[src/rtl/disp_spi_pkg.sv]
package disp_spi_pkg;

  localparam logic [4:0]  START_PREFIX = 5'b01110;
  localparam logic [7:0]  IDX_DEVCODE  = 8'h00;
  localparam logic [7:0]  IDX_PIXMEM   = 8'h22;
  localparam logic [15:0] DEVCODE_BASE = 16'h9220;
  localparam logic [15:0] OSC_START    = 16'h0001;

  typedef enum logic [2:0] {
    FR_START,
    FR_INDEX,
    FR_WDATA,
    FR_READ,
    FR_SKIP
  } frame_mode_t;

  // Decode of indices that have a storage word behind them
  function automatic logic reg_present(input logic [7:0] idx);
    logic hit;
    hit = 1'b0;
    unique case (idx[7:4])
      4'h0: hit = (idx[3:0] != 4'h0) && (idx[3:0] != 4'h6) && (idx[3:0] != 4'hA)
                  && (idx[3:0] <= 4'hC);
      4'h1: hit = (idx[3:0] <= 4'h3);
      4'h2: hit = (idx[3:0] == 4'h1) || (idx[3:0] == 4'h3) || (idx[3:0] == 4'h4);
      4'h3: hit = (idx[3:0] <= 4'h9);
      4'h4: hit = (idx[3:0] <= 4'h5) || (idx[3:0] == 4'hF);
      4'h5: hit = (idx[3:0] == 4'h6);
      4'h6: hit = (idx[3:0] <= 4'h2) || (idx[3:0] == 4'h5);
      default: hit = 1'b0;
    endcase
    return hit;
  endfunction

endpackage

[src/rtl/disp_spi_shift.sv]
module disp_spi_shift #(
  parameter int BYTE_W = 8,
  parameter int WORD_W = 16
) (
  input  logic              clk,
  input  logic              rst,
  input  logic              sclk_i,
  input  logic              mosi_i,
  input  logic              csn_i,
  input  logic              tx_load,
  input  logic [WORD_W-1:0] tx_word,
  output logic              sel,
  output logic              byte_vld,
  output logic [BYTE_W-1:0] byte_q,
  output logic              miso
);
  localparam int CNT_W = $clog2(BYTE_W);
  localparam int TX_W  = 1 + BYTE_W + WORD_W;
  localparam logic [CNT_W-1:0] LAST_BIT = CNT_W'(BYTE_W - 1);

  logic [2:0]        sclk_p;
  logic [1:0]        mosi_p;
  logic [1:0]        csn_p;
  logic              rise, fall;
  logic [CNT_W-1:0]  bit_cnt;
  logic [BYTE_W-1:0] rx_sr;
  logic [TX_W-1:0]   tx_sr;
  logic              tx_on;

  always_ff @(posedge clk) begin
    if (rst) begin
      sclk_p <= '0;
      mosi_p <= '0;
      csn_p  <= '1;
    end else begin
      sclk_p <= {sclk_p[1:0], sclk_i};
      mosi_p <= {mosi_p[0], mosi_i};
      csn_p  <= {csn_p[0], csn_i};
    end
  end

  assign sel  = ~csn_p[1];
  assign rise = sclk_p[1] & ~sclk_p[2];
  assign fall = ~sclk_p[1] & sclk_p[2];

  // receive side: bits arrive MSB first on rising edges
  always_ff @(posedge clk) begin
    if (rst || !sel) begin
      bit_cnt  <= '0;
      rx_sr    <= '0;
      byte_vld <= 1'b0;
      byte_q   <= '0;
    end else begin
      byte_vld <= 1'b0;
      if (rise) begin
        rx_sr   <= {rx_sr[BYTE_W-2:0], mosi_p[1]};
        bit_cnt <= (bit_cnt == LAST_BIT) ? '0 : bit_cnt + 1'b1;
        if (bit_cnt == LAST_BIT) begin
          byte_vld <= 1'b1;
          byte_q   <= {rx_sr[BYTE_W-2:0], mosi_p[1]};
        end
      end
    end
  end

  // transmit side: one guard bit, dummy byte, word; shifted on falling edges
  always_ff @(posedge clk) begin
    if (rst || !sel) begin
      tx_sr <= '0;
      tx_on <= 1'b0;
      miso  <= 1'b0;
    end else begin
      if (tx_load) begin
        tx_sr <= {1'b0, {BYTE_W{1'b0}}, tx_word};
        tx_on <= 1'b1;
      end else if (fall) begin
        tx_sr <= {tx_sr[TX_W-2:0], 1'b0};
      end
      miso <= tx_on & tx_sr[TX_W-1];
    end
  end

  AST_MISO_DESELECTED: assert property (@(posedge clk) disable iff (rst)
    !sel |=> !miso);
  AST_PARTIAL_DROPPED: assert property (@(posedge clk) disable iff (rst)
    !sel |=> (bit_cnt == '0) && !byte_vld);

endmodule

[src/rtl/disp_spi_regs.sv]
module disp_spi_regs #(
  parameter int IDX_W  = 8,
  parameter int WORD_W = 16,
  parameter int DEPTH  = 102
) (
  input  logic              clk,
  input  logic              we,
  input  logic [IDX_W-1:0]  waddr,
  input  logic [WORD_W-1:0] wdata,
  input  logic [IDX_W-1:0]  raddr,
  output logic [WORD_W-1:0] rdata
);
  import disp_spi_pkg::*;

  localparam int AW = $clog2(DEPTH);
  localparam logic [IDX_W:0] DEPTH_L = (IDX_W+1)'(DEPTH);

  logic [WORD_W-1:0] mem [DEPTH];
  logic [WORD_W-1:0] rd_raw;
  logic              hit_q;
  logic              w_ok, r_ok;

  initial begin
    for (int k = 0; k < DEPTH; k++) mem[k] = '0;
  end

  assign w_ok = ({1'b0, waddr} < DEPTH_L) && reg_present(8'(waddr));
  assign r_ok = ({1'b0, raddr} < DEPTH_L) && reg_present(8'(raddr));

  always_ff @(posedge clk) begin
    if (we && w_ok) mem[waddr[AW-1:0]] <= wdata;
  end

  always_ff @(posedge clk) begin
    rd_raw <= mem[raddr[AW-1:0]];
    hit_q  <= r_ok;
  end

  assign rdata = hit_q ? rd_raw : '0;

endmodule

[src/rtl/disp_spi_frame.sv]
module disp_spi_frame #(
  parameter int IDX_W  = 8,
  parameter int WORD_W = 16
) (
  input  logic              clk,
  input  logic              rst,
  input  logic              sel,
  input  logic              byte_vld,
  input  logic [7:0]        byte_q,
  input  logic              id_strap,
  output logic [IDX_W-1:0]  idx_q,
  output logic              osc_q,
  output logic              wr_en,
  output logic [WORD_W-1:0] wr_data,
  output logic              gram_pulse,
  output logic              rd_req,
  output logic              rd_is_reg
);
  import disp_spi_pkg::*;

  frame_mode_t mode;
  logic [1:0]  byte_no;
  logic [7:0]  hi_q;
  logic [WORD_W-1:0] word_in;

  assign word_in = WORD_W'({hi_q, byte_q});

  always_ff @(posedge clk) begin
    wr_en      <= 1'b0;
    gram_pulse <= 1'b0;
    rd_req     <= 1'b0;
    if (rst) begin
      mode      <= FR_START;
      byte_no   <= '0;
      idx_q     <= '0;
      osc_q     <= 1'b0;
      hi_q      <= '0;
      wr_data   <= '0;
      rd_is_reg <= 1'b0;
    end else if (!sel) begin
      mode    <= FR_START;
      byte_no <= '0;
    end else if (byte_vld) begin
      if (byte_no != 2'd3) byte_no <= byte_no + 2'd1;
      unique case (mode)
        FR_START: begin
          if (byte_q[7:3] == START_PREFIX && byte_q[2] == id_strap) begin
            unique case (byte_q[1:0])
              2'b00: mode <= FR_INDEX;
              2'b10: mode <= FR_WDATA;
              default: begin
                mode      <= FR_READ;
                rd_req    <= 1'b1;
                rd_is_reg <= byte_q[1];
              end
            endcase
          end else begin
            mode <= FR_SKIP;
          end
        end
        FR_INDEX: begin
          if (byte_no == 2'd2) begin
            idx_q <= IDX_W'(byte_q);
            mode  <= FR_SKIP;
          end
        end
        FR_WDATA: begin
          if (byte_no == 2'd1) begin
            hi_q <= byte_q;
          end else begin
            mode <= FR_SKIP;
            if (idx_q == IDX_W'(IDX_PIXMEM)) begin
              gram_pulse <= 1'b1;
            end else if (idx_q == IDX_W'(IDX_DEVCODE)) begin
              osc_q <= (word_in == OSC_START);
            end else begin
              wr_en   <= 1'b1;
              wr_data <= word_in;
            end
          end
        end
        default: ;
      endcase
    end
  end

  AST_ONE_ACTION: assert property (@(posedge clk) disable iff (rst)
    $onehot0({wr_en, gram_pulse, rd_req}));
  AST_REJECT_QUIET: assert property (@(posedge clk) disable iff (rst)
    (mode == FR_SKIP || mode == FR_READ) |=> !wr_en && !gram_pulse && $stable(idx_q) && $stable(osc_q));
  AST_READ_FROM_START: assert property (@(posedge clk) disable iff (rst)
    rd_req |-> $past(mode) == FR_START);
  AST_PIXMEM_NO_REG: assert property (@(posedge clk) disable iff (rst)
    gram_pulse |-> idx_q == IDX_W'(IDX_PIXMEM));

endmodule

[src/rtl/disp_spi_slave.sv]
module disp_spi_slave #(
  parameter logic [3:0] DEV_REV   = 4'h1,
  parameter int         REG_DEPTH = 102
) (
  input  logic clk,
  input  logic rst,
  input  logic sclk,
  input  logic mosi,
  input  logic cs_n,
  input  logic id_strap,
  output logic miso,
  output logic gram_write_active
);
  import disp_spi_pkg::*;

  localparam int IDX_W  = 8;
  localparam int WORD_W = 16;
  localparam int PAD_W  = WORD_W - IDX_W - 2;

  logic              sel, byte_vld, tx_load;
  logic [7:0]        byte_q;
  logic [IDX_W-1:0]  idx_q;
  logic              osc_q, wr_en, rd_is_reg;
  logic [WORD_W-1:0] wr_data, rdata, status_w, devcode, tx_word;

  disp_spi_shift #(.BYTE_W(8), .WORD_W(WORD_W)) u_shift (
    .clk(clk), .rst(rst), .sclk_i(sclk), .mosi_i(mosi), .csn_i(cs_n),
    .tx_load(tx_load), .tx_word(tx_word), .sel(sel),
    .byte_vld(byte_vld), .byte_q(byte_q), .miso(miso)
  );

  disp_spi_frame #(.IDX_W(IDX_W), .WORD_W(WORD_W)) u_frame (
    .clk(clk), .rst(rst), .sel(sel), .byte_vld(byte_vld), .byte_q(byte_q),
    .id_strap(id_strap), .idx_q(idx_q), .osc_q(osc_q), .wr_en(wr_en),
    .wr_data(wr_data), .gram_pulse(gram_write_active), .rd_req(tx_load),
    .rd_is_reg(rd_is_reg)
  );

  disp_spi_regs #(.IDX_W(IDX_W), .WORD_W(WORD_W), .DEPTH(REG_DEPTH)) u_regs (
    .clk(clk), .we(wr_en), .waddr(idx_q), .wdata(wr_data),
    .raddr(idx_q), .rdata(rdata)
  );

  assign devcode  = {DEVCODE_BASE[15:4], DEV_REV};
  assign status_w = {osc_q, idx_q == IDX_W'(IDX_PIXMEM), {PAD_W{1'b0}}, idx_q};
  assign tx_word  = !rd_is_reg                      ? status_w :
                    (idx_q == IDX_W'(IDX_DEVCODE)) ? devcode  : rdata;

  AST_RESET_QUIET: assert property (@(posedge clk)
    rst |=> !miso && !gram_write_active && idx_q == '0 && !osc_q);

endmodule

[config.mk]
export PLATFORM = sky130hd
export DESIGN_NAME = disp_spi_slave
export DESIGN_NICKNAME = d
export VERILOG_FILES = /design/src/rtl/disp_spi_pkg.sv /design/src/rtl/disp_spi_shift.sv /design/src/rtl/disp_spi_regs.sv /design/src/rtl/disp_spi_frame.sv /design/src/rtl/disp_spi_slave.sv
export SDC_FILE = /design/constraint.sdc
export NUM_CORES = 2
export LEC_CHECK = 0
export ABC_AREA = 1
export BUFFER_PORTS_ARGS = -buffer_cell sky130_fd_sc_hd__buf_2
export CORE_MARGIN = 2
export CORE_UTILIZATION = 55
export CTS_CLUSTER_SIZE = 12
export DETAILED_ROUTE_END_ITERATION = 16
export PLACE_DENSITY = 0.7
export SLEW_MARGIN = 20
export SYNTH_ARGS = -nofsm -noshare
export SYNTH_HDL_FRONTEND = slang
export SYNTH_HIERARCHICAL = 1
export SYNTH_SLANG_ARGS = --single-unit
[constraint.sdc]
create_clock -name clk -period 6.9 [get_ports clk]
set_clock_uncertainty 0.1 [all_clocks]
set_input_delay 1.725 -clock clk [delete_from_list [all_inputs] [get_ports clk]]
set_output_delay 1.725 -clock clk [all_outputs]
set_load 0.01 [all_outputs]
==> results_dict.tcl <==
set metrics [dict create \
    final_core_util_pct 63.83 \
    holdBufCountCts 0 \
    cts_sinks 1744 \
    ctsRootBufferMaster "clkbuf_16" \
    leakagePower_nw 33.21 \
    path_max_fanout 194 \
    track_usage_pct 25.90 \
    peakVddDrop_mv 0.2186 \
    dieArea_mm2 0.1312 \
    final_antenna_net_count 0 \
    post_cts_buffers 0 \
    place.port_buffers 7 \
    status "completed" \
    ioPinCount 8 \
    worstSetupEndpoint "u_regs/rd_raw[8]" \
    dpl.hpwl_mm 89.42 \
    synth_top_family_by_area "simple AND/OR/NAND/NOR gates" \
    cts_buffers 177 \
    antenna_found_initial 4 \
    crit_type "flop to flop" \
    synth-compound-area-share_pct 1.746 \
    hold_viol 0 \
    synthCells 6522 \
    num_rows 131 \
    slew_headroom_pct 26.82 \
    tns_ns 0 \
    core_area_mm2 0.1275 \
    end_kind "flop" \
    routed_wl_mm 168.4 \
    cp.arrival_ns 4.67 \
    grt_max_degree 195 \
    synthToLayoutAreaGrowth_pct 15.34 \
    reg2reg_slack_ns 2.86 \
    final_nets 7513 \
    yosysSeqAreaShare_pct 72.62 \
    post-place-ws_ns 2.883 \
    place_area_mm2 0.07596 \
    wl_per_cell_um 18.13 \
    cts_tree "done" \
    cts-resized-gates 0 \
    antenna_cells 0 \
    max_cap_viol_count 0 \
    yosys.area_share.simple_pct 22.77 \
    crit_required_ns 7.53 \
    rsz0062_at_grt "false" \
    fmax_mhz 247.8 \
    largest_reg_flops 1632 \
    ys_warn_count 6 \
    post_drt_via_cell_ratio 5.116 \
    gp_congestion 0.8588 \
    insertion_delay_ns 0.80 \
    reg2reg_depth 12 \
    avgSynthCellArea_um2 10.82 \
    postLayoutSetupSlackWorst_ns 2.864 \
    regToRegEndpoint "u_regs/rd_raw[8]" \
    synth_mux_area_share_pct 0 \
    grt_pass1_wl_mm 257.1 \
    fin_area_mm2 0.08140 \
    power_density_mw_per_mm2 254.2 \
    whs_ns 0.3122 \
    start_kind "flop" \
    dr.pass1.iters 7 \
    synthAdderAreaFrac_pct 0.08864 \
    fillers 10020 \
    stdcell_count 9291 \
    initial_core_util_pct 55.34 \
    r2r_start "u_frame/idx_q[0]" \
    dieWidth_um 362.2 \
    ys_types 39 \
    grt_remaining_overflow 0 \
    grt_pass1_vias 45100 \
    dp.cells 8979 \
    synth_xor_area_share_pct 0 \
    clkTransAtPathRegs_ns 0.06 \
    num_vias 47540 \
    fin_crit_sh_pct 58.49 \
    syn-cell-area_mm2 0.07057 \
    report.final.slew_viol_count 0 \
    cts.path.max_buffers 3 \
    ys_seq_elements 1744 \
    route.detailed.drc 0 \
    worstSetupStartpoint "u_frame/idx_q[0]" \
    fin_crit_ns 4.036 \
    power_mw 20.69 \
    drive_gt1_share_pct 5.099 \
    setup_viol 0 \
    die-height_um 362.2 \
    worst_pin_slew_ns 1.098 \
    htreeDepth 4 \
    hold_class "flop to flop" \
    drt_iter0_drc 5030 \
]
-- cell usage after synthesis --
cell | number | area [µm²]
nor3_1 | 11 | 55.05
buf_2 | 150 | 750.7
edfxtp_1 | 1632 | 49010
nand2_4 | 2 | 22.52
o31ai_1 | 2 | 15.01
dfxtp_1 | 112 | 2242
inv_4 | 2 | 12.51
nor2_4 | 8 | 90.09
nor3b_1 | 1 | 7.510
buf_1 | 31 | 116.4
nand2_1 | 3486 | 13090
buf_4 | 18 | 135.1
nor4_1 | 2 | 12.51
nand3_4 | 2 | 35.03
o22ai_1 | 1 | 6.260
o21ai_1 | 41 | 205.2
a21oi_2 | 3 | 26.28
nor2b_1 | 1 | 6.260
or2_2 | 2 | 12.51
nor2_2 | 7 | 43.79
a21oi_1 | 78 | 390.4
nor2_1 | 255 | 957.2
a21boi_0 | 1 | 7.510
nand3_1 | 218 | 1091
o211ai_1 | 2 | 15.01
inv_2 | 10 | 37.54
a211oi_1 | 1 | 7.510
clkbuf_1 | 102 | 382.9
ha_1 | 5 | 62.56
conb_1 | 1 | 3.750
nand4_4 | 1 | 21.27
buf_6 | 8 | 90.09
nand2_2 | 2 | 12.51
nand4_1 | 98 | 613.1
clkinv_1 | 2 | 7.510
nand3b_1 | 1 | 7.510
o221ai_1 | 1 | 8.760
o21ai_0 | 110 | 550.5
inv_1 | 112 | 420.4
-- final cells by class --
type                       count  area, µm²  area share (%)
sequential                  1744      51310           63.04
tap                         1662       2079           2.555
inverter                     126      505.5          0.6210
clock buffer                 262       5015           6.161
multi-input combinational   5350      21220           26.07
clock inverter                44      290.3          0.3566
timing repair buffer         103      974.7           1.197
-- power by group --
group | internal (mW) | switching, mW
combinational | 0.0398 | 0.163
sequential | 11.6 | 0.0455
clock | 5.01 | 3.82
total | 16.7 | 4.02
-- kinds of logic (layout without fill, tap and decap cells) --
logic type,Yosys count,after routing
AND/OR/NAND/NOR,4097,4097
flip-flops,1744,1744
buffers and inverters,435,535
AO/OA/AOI/OAI,240,240
adder cells (fa/ha/maj),5,5
other,1,1008
-- cell usage in the layout (no fill, tap or decap), types with 3 or more instances in the layout --
cell type | netlist | routed
a21oi_1 | 78 | 78
a21oi_2 | 3 | 3
buf_12 | 0 | 14
buf_2 | 150 | 7
buf_4 | 18 | 79
clkbuf_1 | 102 | 64
clkbuf_16 | 0 | 182
clkbuf_8 | 0 | 16
clkinv_1 | 2 | 25
clkinv_2 | 0 | 8
clkinv_8 | 0 | 5
conb_1 | 1 | 1008
dfxtp_1 | 112 | 94
dfxtp_4 | 0 | 17
edfxtp_1 | 1632 | 1632
ha_1 | 5 | 5
inv_1 | 112 | 110
inv_2 | 10 | 7
inv_4 | 2 | 4
inv_6 | 0 | 5
inv_8 | 0 | 4
nand2_1 | 3486 | 3486
nand3_1 | 218 | 218
nand4_1 | 98 | 98
nor2_1 | 255 | 247
nor2_2 | 7 | 5
nor2_4 | 8 | 18
nor3_1 | 11 | 11
o21ai_0 | 110 | 110
o21ai_1 | 41 | 41
-- routing by layer --
metal  track usage, %  share of wire [%]  routed length [µm]  vias up
met3            3.853                8.7               14580      287
li1                 -                  -                   -    22650
met1            35.06                 41               68830    22770
met2            43.43                 48               80360     1835
met5                0                  0                   0        -
met4            8.299                2.8                4663        0
-- how the worst min path moves through the flow --
stage	end	cells after the start	from	slack, ns
floorplan	u_shift/mosi_p[1]	2	u_shift/mosi_p[0]	0.29
finish	u_shift/sclk_p[1]	2	u_shift/sclk_p[0]	0.31
global placement	u_shift/mosi_p[1]	2	u_shift/mosi_p[0]	0.30
CTS	u_shift/sclk_p[1]	2	u_shift/sclk_p[0]	0.31
global route	u_shift/csn_p[1]	1	u_shift/csn_p[0]	0.32
detailed placement	u_shift/csn_p[1]	1	u_shift/csn_p[0]	0.30
-- critical path: stages, from the launching register on --
cell     delay (ns)
dfxtp_4        0.82
buf_4          0.75
buf_12         0.67
nand2_1        0.10
nand2_1        0.11
nand2_1        0.05
nand2_1        0.10
nand2_1        0.09
nand2_1        0.15
o21ai_0        0.17
nand3_1        0.29
nor2_1         0.22
nor2_1         0.12
No activity file was read; power rests on OpenSTA's default activity.
